### config.mk
export PLATFORM = sky130hd
export DESIGN_NAME = led_scan_ctrl
export DESIGN_NICKNAME = d
export VERILOG_FILES = /design/src/rtl/led_scan_pkg.sv /design/src/rtl/led_scan_timebase.sv /design/src/rtl/led_scan_rowmap.sv /design/src/rtl/led_scan_colmap.sv /design/src/rtl/led_scan_ctrl.sv
export SDC_FILE = /design/constraint.sdc
export NUM_CORES = 1
export LEC_CHECK = 0
export ABC_AREA = 1
export BUFFER_PORTS_ARGS = -buffer_cell sky130_fd_sc_hd__buf_2
export CAP_MARGIN = 20
export CORE_ASPECT_RATIO = 1.4
export CORE_MARGIN = 10
export CORE_UTILIZATION = 55
export DETAILED_ROUTE_END_ITERATION = 6
export PLACE_DENSITY = 0.84
export SLEW_MARGIN = 10
export SYNTH_ARGS = -nofsm -noshare
export SYNTH_HDL_FRONTEND = slang
export SYNTH_SLANG_ARGS = --single-unit
### constraint.sdc
create_clock -name clk -period 3.5 [get_ports clk]
set_input_delay 0 -clock clk [delete_from_list [all_inputs] [get_ports clk]]
set_output_delay 0 -clock clk [all_outputs]
set_load 0.05 [all_outputs]
### src/rtl/led_scan_pkg.sv
package led_scan_pkg;

    typedef enum logic [2:0] {
        ST_OFF    = 3'd0,
        ST_DWELL  = 3'd1,
        ST_BLANK  = 3'd2,
        ST_SHIFT  = 3'd3,
        ST_SETTLE = 3'd4,
        ST_FETCH  = 3'd5,
        ST_LOAD   = 3'd6
    } scan_state_e;

    // data set up, clock high, clock low, data released
    localparam int SHIFT_STEPS = 4;

endpackage

### src/rtl/led_scan_timebase.sv
module led_scan_timebase #(
    parameter int PRESCALE = 256,
    parameter int CMP_W    = 8
) (
    input  logic             clk,
    input  logic             rst,
    input  logic             run,
    input  logic [CMP_W-1:0] cmp,
    output logic             expire
);
    localparam int PS_W = (PRESCALE > 2) ? $clog2(PRESCALE) : 1;

    logic [PS_W-1:0]  pre_q;
    logic [CMP_W-1:0] tick_q;
    logic             tick;

    assign tick   = run && (pre_q == PS_W'(PRESCALE - 1));
    assign expire = tick && (tick_q == cmp);

    always_ff @(posedge clk) begin
        if (rst || !run) begin
            pre_q  <= '0;
            tick_q <= '0;
        end else if (tick) begin
            pre_q  <= '0;
            tick_q <= expire ? '0 : tick_q + CMP_W'(1);
        end else begin
            pre_q  <= pre_q + PS_W'(1);
        end
    end
endmodule

### src/rtl/led_scan_rowmap.sv
module led_scan_rowmap #(
    parameter int NUM_ROWS  = 16,
    parameter int ROW_W     = 4,
    parameter bit INTERLACE = 1'b0
) (
    input  logic [ROW_W-1:0] phys_row,
    output logic [ROW_W-1:0] buf_row
);
    localparam int HALF_ROWS = NUM_ROWS / 2;

    generate
        if (INTERLACE) begin : g_interlace
            assign buf_row = phys_row[0] ? ((phys_row >> 1) + ROW_W'(HALF_ROWS))
                                         : (phys_row >> 1);
        end else begin : g_linear
            assign buf_row = phys_row;
        end
    endgenerate
endmodule

### src/rtl/led_scan_colmap.sv
module led_scan_colmap #(
    parameter int GW         = 8,
    parameter bit REVERSE    = 1'b0,
    parameter bit INTERLEAVE = 1'b0
) (
    input  logic [GW-1:0]   lo_byte,
    input  logic [GW-1:0]   hi_byte,
    output logic [2*GW-1:0] cols
);
    localparam int HALF = GW / 2;

    generate
        if (REVERSE) begin : g_reverse
            for (genvar i = 0; i < GW; i++) begin : g_bit
                assign cols[i]      = hi_byte[GW-1-i];
                assign cols[GW + i] = lo_byte[GW-1-i];
            end
        end else if (INTERLEAVE) begin : g_interleave
            for (genvar i = 0; i < HALF; i++) begin : g_bit
                assign cols[2*i]          = lo_byte[i];
                assign cols[2*i + 1]      = hi_byte[i];
                assign cols[GW + 2*i]     = lo_byte[HALF + i];
                assign cols[GW + 2*i + 1] = hi_byte[HALF + i];
            end
        end else begin : g_flat
            assign cols = {hi_byte, lo_byte};
        end
    endgenerate
endmodule

### src/rtl/led_scan_ctrl.sv
module led_scan_ctrl #(
    parameter int NUM_PLANES     = 3,
    parameter int NUM_ROWS       = 16,
    parameter int NUM_COLS       = 16,
    parameter int PRESCALE       = 256,
    parameter int CMP_W          = 8,
    parameter int DWELL_P0       = 3,
    parameter int DWELL_P1       = 4,
    parameter int DWELL_PN       = 22,
    parameter int START_DWELL    = 20,
    parameter int SETTLE_PRE     = 10,
    parameter int SETTLE_POST    = 20,
    parameter bit INVERT_ROWS    = 1'b0,
    parameter bit INTERLACE_ROWS = 1'b0,
    parameter bit REVERSE_COLS   = 1'b0,
    parameter bit INTERLACE_COLS = 1'b0
) (
    input  logic                                           clk,
    input  logic                                           rst,
    input  logic                                           dis,
    output logic                                           fb_rd_en,
    output logic [$clog2(NUM_PLANES)+$clog2(NUM_ROWS)-1:0] fb_rd_addr,
    input  logic [NUM_COLS-1:0]                            fb_rd_data,
    output logic [NUM_COLS-1:0]                            col_out,
    output logic                                           row_clk,
    output logic                                           row_dat
);
    import led_scan_pkg::*;

    localparam int PLANE_W  = $clog2(NUM_PLANES);
    localparam int ROW_W    = $clog2(NUM_ROWS);
    localparam int GW       = NUM_COLS / 2;
    localparam int MAX_WAIT = (SETTLE_PRE > SETTLE_POST)
                              ? ((SETTLE_PRE > SHIFT_STEPS) ? SETTLE_PRE : SHIFT_STEPS)
                              : ((SETTLE_POST > SHIFT_STEPS) ? SETTLE_POST : SHIFT_STEPS);
    localparam int DLY_W    = $clog2(MAX_WAIT + 1);
    localparam logic [PLANE_W-1:0] LAST_PLANE = PLANE_W'(NUM_PLANES - 1);
    localparam logic [ROW_W-1:0]   LAST_ROW   = ROW_W'(NUM_ROWS - 1);

    scan_state_e        state_q, state_nx;
    logic [PLANE_W-1:0] plane_q;
    logic [ROW_W-1:0]   row_q;
    logic [ROW_W-1:0]   buf_row;
    logic [DLY_W-1:0]   dly_q;
    logic [CMP_W-1:0]   cmp_q;
    logic [NUM_COLS-1:0] col_q;
    logic [NUM_COLS-1:0] mapped;
    logic               expire;
    logic               plane_last;

    function automatic logic [CMP_W-1:0] dwell_of(input logic [PLANE_W-1:0] p);
        if (p == PLANE_W'(0))      return CMP_W'(DWELL_P0);
        else if (p == PLANE_W'(1)) return CMP_W'(DWELL_P1);
        else                       return CMP_W'(DWELL_PN);
    endfunction

    assign plane_last = (plane_q == LAST_PLANE);

    led_scan_timebase #(
        .PRESCALE (PRESCALE),
        .CMP_W    (CMP_W)
    ) u_timebase (
        .clk    (clk),
        .rst    (rst),
        .run    (state_q == ST_DWELL),
        .cmp    (cmp_q),
        .expire (expire)
    );

    led_scan_rowmap #(
        .NUM_ROWS  (NUM_ROWS),
        .ROW_W     (ROW_W),
        .INTERLACE (INTERLACE_ROWS)
    ) u_rowmap (
        .phys_row (row_q),
        .buf_row  (buf_row)
    );

    led_scan_colmap #(
        .GW         (GW),
        .REVERSE    (REVERSE_COLS),
        .INTERLEAVE (INTERLACE_COLS)
    ) u_colmap (
        .lo_byte (fb_rd_data[GW-1:0]),
        .hi_byte (fb_rd_data[NUM_COLS-1:GW]),
        .cols    (mapped)
    );

    // next-state logic
    always_comb begin
        state_nx = state_q;
        unique case (state_q)
            ST_OFF:    state_nx = ST_DWELL;
            ST_DWELL:  if (expire) state_nx = plane_last ? ST_BLANK : ST_FETCH;
            ST_BLANK:  if (dly_q == DLY_W'(SETTLE_PRE - 1)) state_nx = ST_SHIFT;
            ST_SHIFT:  if (dly_q == DLY_W'(SHIFT_STEPS - 1)) state_nx = ST_SETTLE;
            ST_SETTLE: if (dly_q == DLY_W'(SETTLE_POST - 1)) state_nx = ST_FETCH;
            ST_FETCH:  state_nx = ST_LOAD;
            ST_LOAD:   state_nx = ST_DWELL;
            default:   state_nx = ST_OFF;
        endcase
        if (dis) state_nx = ST_OFF;
    end

    // state register and sequencing datapath
    always_ff @(posedge clk) begin
        if (rst) begin
            state_q <= ST_DWELL;
            plane_q <= LAST_PLANE;
            row_q   <= LAST_ROW;
            dly_q   <= '0;
            cmp_q   <= CMP_W'(START_DWELL);
            col_q   <= '0;
        end else begin
            state_q <= state_nx;
            dly_q   <= (state_nx != state_q) ? '0 : dly_q + DLY_W'(1);
            if (state_nx == ST_OFF) begin
                plane_q <= LAST_PLANE;
                row_q   <= LAST_ROW;
                cmp_q   <= CMP_W'(START_DWELL);
                col_q   <= '0;
            end else if (state_q == ST_DWELL && expire) begin
                if (plane_last) begin
                    plane_q <= '0;
                    row_q   <= (row_q == LAST_ROW) ? '0 : row_q + ROW_W'(1);
                    col_q   <= '0;
                end else begin
                    plane_q <= plane_q + PLANE_W'(1);
                end
            end else if (state_q == ST_LOAD) begin
                col_q <= mapped;
                cmp_q <= dwell_of(plane_q);
            end
        end
    end

    // outputs
    always_comb begin
        fb_rd_en   = (state_q == ST_FETCH);
        fb_rd_addr = {plane_q, buf_row};
        col_out    = col_q;
        row_clk    = 1'b0;
        row_dat    = INVERT_ROWS;
        unique case (state_q)
            ST_OFF:   row_dat = 1'b0;
            ST_SHIFT: begin
                row_clk = (dly_q == DLY_W'(1));
                if (row_q == '0 && dly_q != DLY_W'(SHIFT_STEPS - 1))
                    row_dat = ~INVERT_ROWS;
            end
            default:  ;
        endcase
    end
endmodule

==> out/metrics.yaml <==
p_leak_uw: 0.001340
cts_tree: "yes"
yosys_warnings: 0
wl_per_cell_um: 13.32
grt_usage_pct: 15.56
grt_max_degree: 22
root_buffer: "clkbuf_8"
utilization_pct: 67.69
hold_violations: 0
fin_cells: 435
setup_violations: 0
async_reset_ff_share_pct: 0
htreeDepth: 2
setup_tns_ns: 0
synth-compound-area-share_pct: 9.167
tightest_slew_ns: 0.3927
crit_fanout: 20
clk_pin_slew_ns: 0.09
fmax_mhz: 480.1
fin_crit_sh_pct: 59.51
synth_top_family_by_area: "simple AND/OR/NAND/NOR gates"
ioPinCount: 44
fp-row-count: 29
routed_wl_um: 5794
gp_congestion: 0.8577
synthFlopType: "dfxtp_1"
critPathRequiredTime_ns: 3.73
start_kind: "register"
fin_nets: 397
yosysMostFrequentCell: "nand2_1"
drive_above_1_share_pct: 27.88
finClkSkew_ns: 0.008228
antenna_cells: 0
yosysTopAreaCell: "dfxtp_1"
ant_nets: 0
synthCells: 313
hp-class: "input port to register"
numPortBuffers: 43
clkSinkCount: 50
numCtsBuffers: 5
synthXorXnorAreaFrac_pct: 2.760
hold_ws_ns: 0.09382
grt_first_pass_wirelength_um: 10220
syn-cell-area_sq_um: 2539
initial_core_util_pct: 56.42
fin_crit_ns: 2.083
crit_path_end_kind: "register"
core_area_sq_um: 4499
cp.arrival_ns: 2.32
die_height_um: 100.4
num_vias: 2243
syn_avg_cell_area_sq_um: 8.111
synth_seq_area_share_pct: 39.43
ys_types: 36
power_uw: 1044
fill_cells: 366
clk_latency_ns: 0.30
hpwl_um: 4060
synth-simple-area-share_pct: 37.51
grt_antenna_before_repair: 0
rsz0062_at_grt: "false"
critical_path_class: "register to register"
cap_violations: 0
clockBufferDepth: 2
status: "finished, final reports clean"
synth_edf_count: 0
vdd_drop_max_uv: 261.1
dp.cells: 410
slew_viol_final: 0
dieArea_sq_um: 7772
syn_to_final_growth_pct: 19.96
grt_pass1_vias: 2209
powerDensity_nw_per_um2: 343.0
synth.net_count: 338
cts.repair.resized: 0
ys_ff_latch: 50
drt-initial-drc-count: 166
synth_top_area_share_pct: 39.43
drc: 0
firstDrtPassIters: 4
max_slew_margin_pct: 73.77
die_width_um: 77.42
synthAdderAreaFrac_pct: 2.957
synth_area_leaders: "dfxtp_1 (39%), nand2_1 (7.5%), nand3_1 (7.5%), nand3_2 (5.1%), nor2_1 (4.3%)"
synthMuxAreaShare_pct: 0
yosys-top-cells-count: "nand2_1 (51), dfxtp_1 (50), nand3_1 (38), nor2_1 (29), inv_1 (26)"
via_per_inst: 5.156
grt_overflow: 0
[per-layer routing]
layer	track usage, %	vias up	routed length, um
met4	3.944	0	68
li1	-	1159	-
met5	0	-	0
met2	28.97	51	3054
met3	3.220	8	220
met1	17.45	1025	2451
[area by class of cell]
class,count,area [sq um],area share [%]
Clock buffer,6,72.57,2.383
Timing Repair Buffer,61,392.9,12.90
Tap cell,62,77.57,2.547
Clock inverter,2,37.54,1.233
Multi-Input combinational cell,219,1330,43.67
Sequential cell,50,1001,32.87
Inverter,35,133.9,4.396
[critical path: stages, from the launching register on]
cell and delay [ns]:
dfxtp_1 0.36, ha_1 0.19, nand2_2 0.08, nor2_4 0.15
nand2_4 0.09, nor2_8 0.14, nand4_4 0.34, nand2_1 0.15
nand2_1 0.07, nand2_1 0.08, nand2_1 0.05, nand2_1 0.07
nand3_2 0.11, nor2_1 0.12
[layout by cell type, fill, tap and decap left out, types with 3 or more instances in the layout]
cell,netlist,final
nand2_1,51,51
dfxtp_1,50,50
buf_2,5,43
nand3_1,38,38
nor2_1,29,29
inv_1,26,26
dlygate4sd3_1,0,17
a21oi_1,14,14
nand3_2,13,13
a21oi_2,11,11
inv_2,8,8
nor2_2,7,7
ha_1,6,6
nand4_1,5,5
xor2_1,5,5
o211ai_1,5,5
clkbuf_8,0,5
nor3_1,4,4
o21ai_0,4,4
xnor2_1,3,3
nor3b_1,3,3
[metrics by stage]
stage | setup slack (ns) | cell area (sq um)
floorplan | 1.108 | 2539
global placement | 1.521 | 2765
detailed placement | 1.425 | 2765
CTS | 1.392 | 3045
global route | 1.156 | 3045
finish | 1.417 | 3045
[what timing repair did]
item	CTS	global route
buffers inserted	0	0
hold buffers	17	0
hold endpoints to repair	18	0
[cells by family (layout without fill, tap and decap cells)]
kind of cell	Yosys count	count (layout)
flops	50	50
xor+xnor	8	8
fa+ha+maj	6	6
compound gates	35	35
buf+inv	44	104
simple gates	170	170
[final timing paths]
| check | to | slack (ns) | startpoint | cells after the start |
|---|---|---|---|---|
| setup reg to reg | dly_q[1] | 1.42 | u_timebase.pre_q[0] | 13 |
| hold / removal | state_q[0] | 0.09 | dis | 4 |
| hold reg to reg | u_timebase.pre_q[0] | 0.46 | u_timebase.pre_q[0] | 1 |
| setup / recovery | dly_q[1] | 1.42 | u_timebase.pre_q[0] | 13 |
[registers in the layout (all words and copies together), names as in the netlist]
| name | flops |
|---|---|
| col_out | 16 |
| u_timebase.pre_q | 8 |
| u_timebase.tick_q | 8 |
| dly_q | 5 |
| cmp_q | 4 |
| row_q | 4 |
| state_q | 3 |
| plane_q | 2 |
[power breakdown]
part	switching, uW	internal (uW)	leakage, uW	total (uW)
sequential	5.42	573	0.000404	579
clock	189	213	0.0000514	403
combinational	34.2	28.9	0.000885	63.1
total	229	816	0.00134	1040
Note: power is estimated with default switching activity, not from simulation.
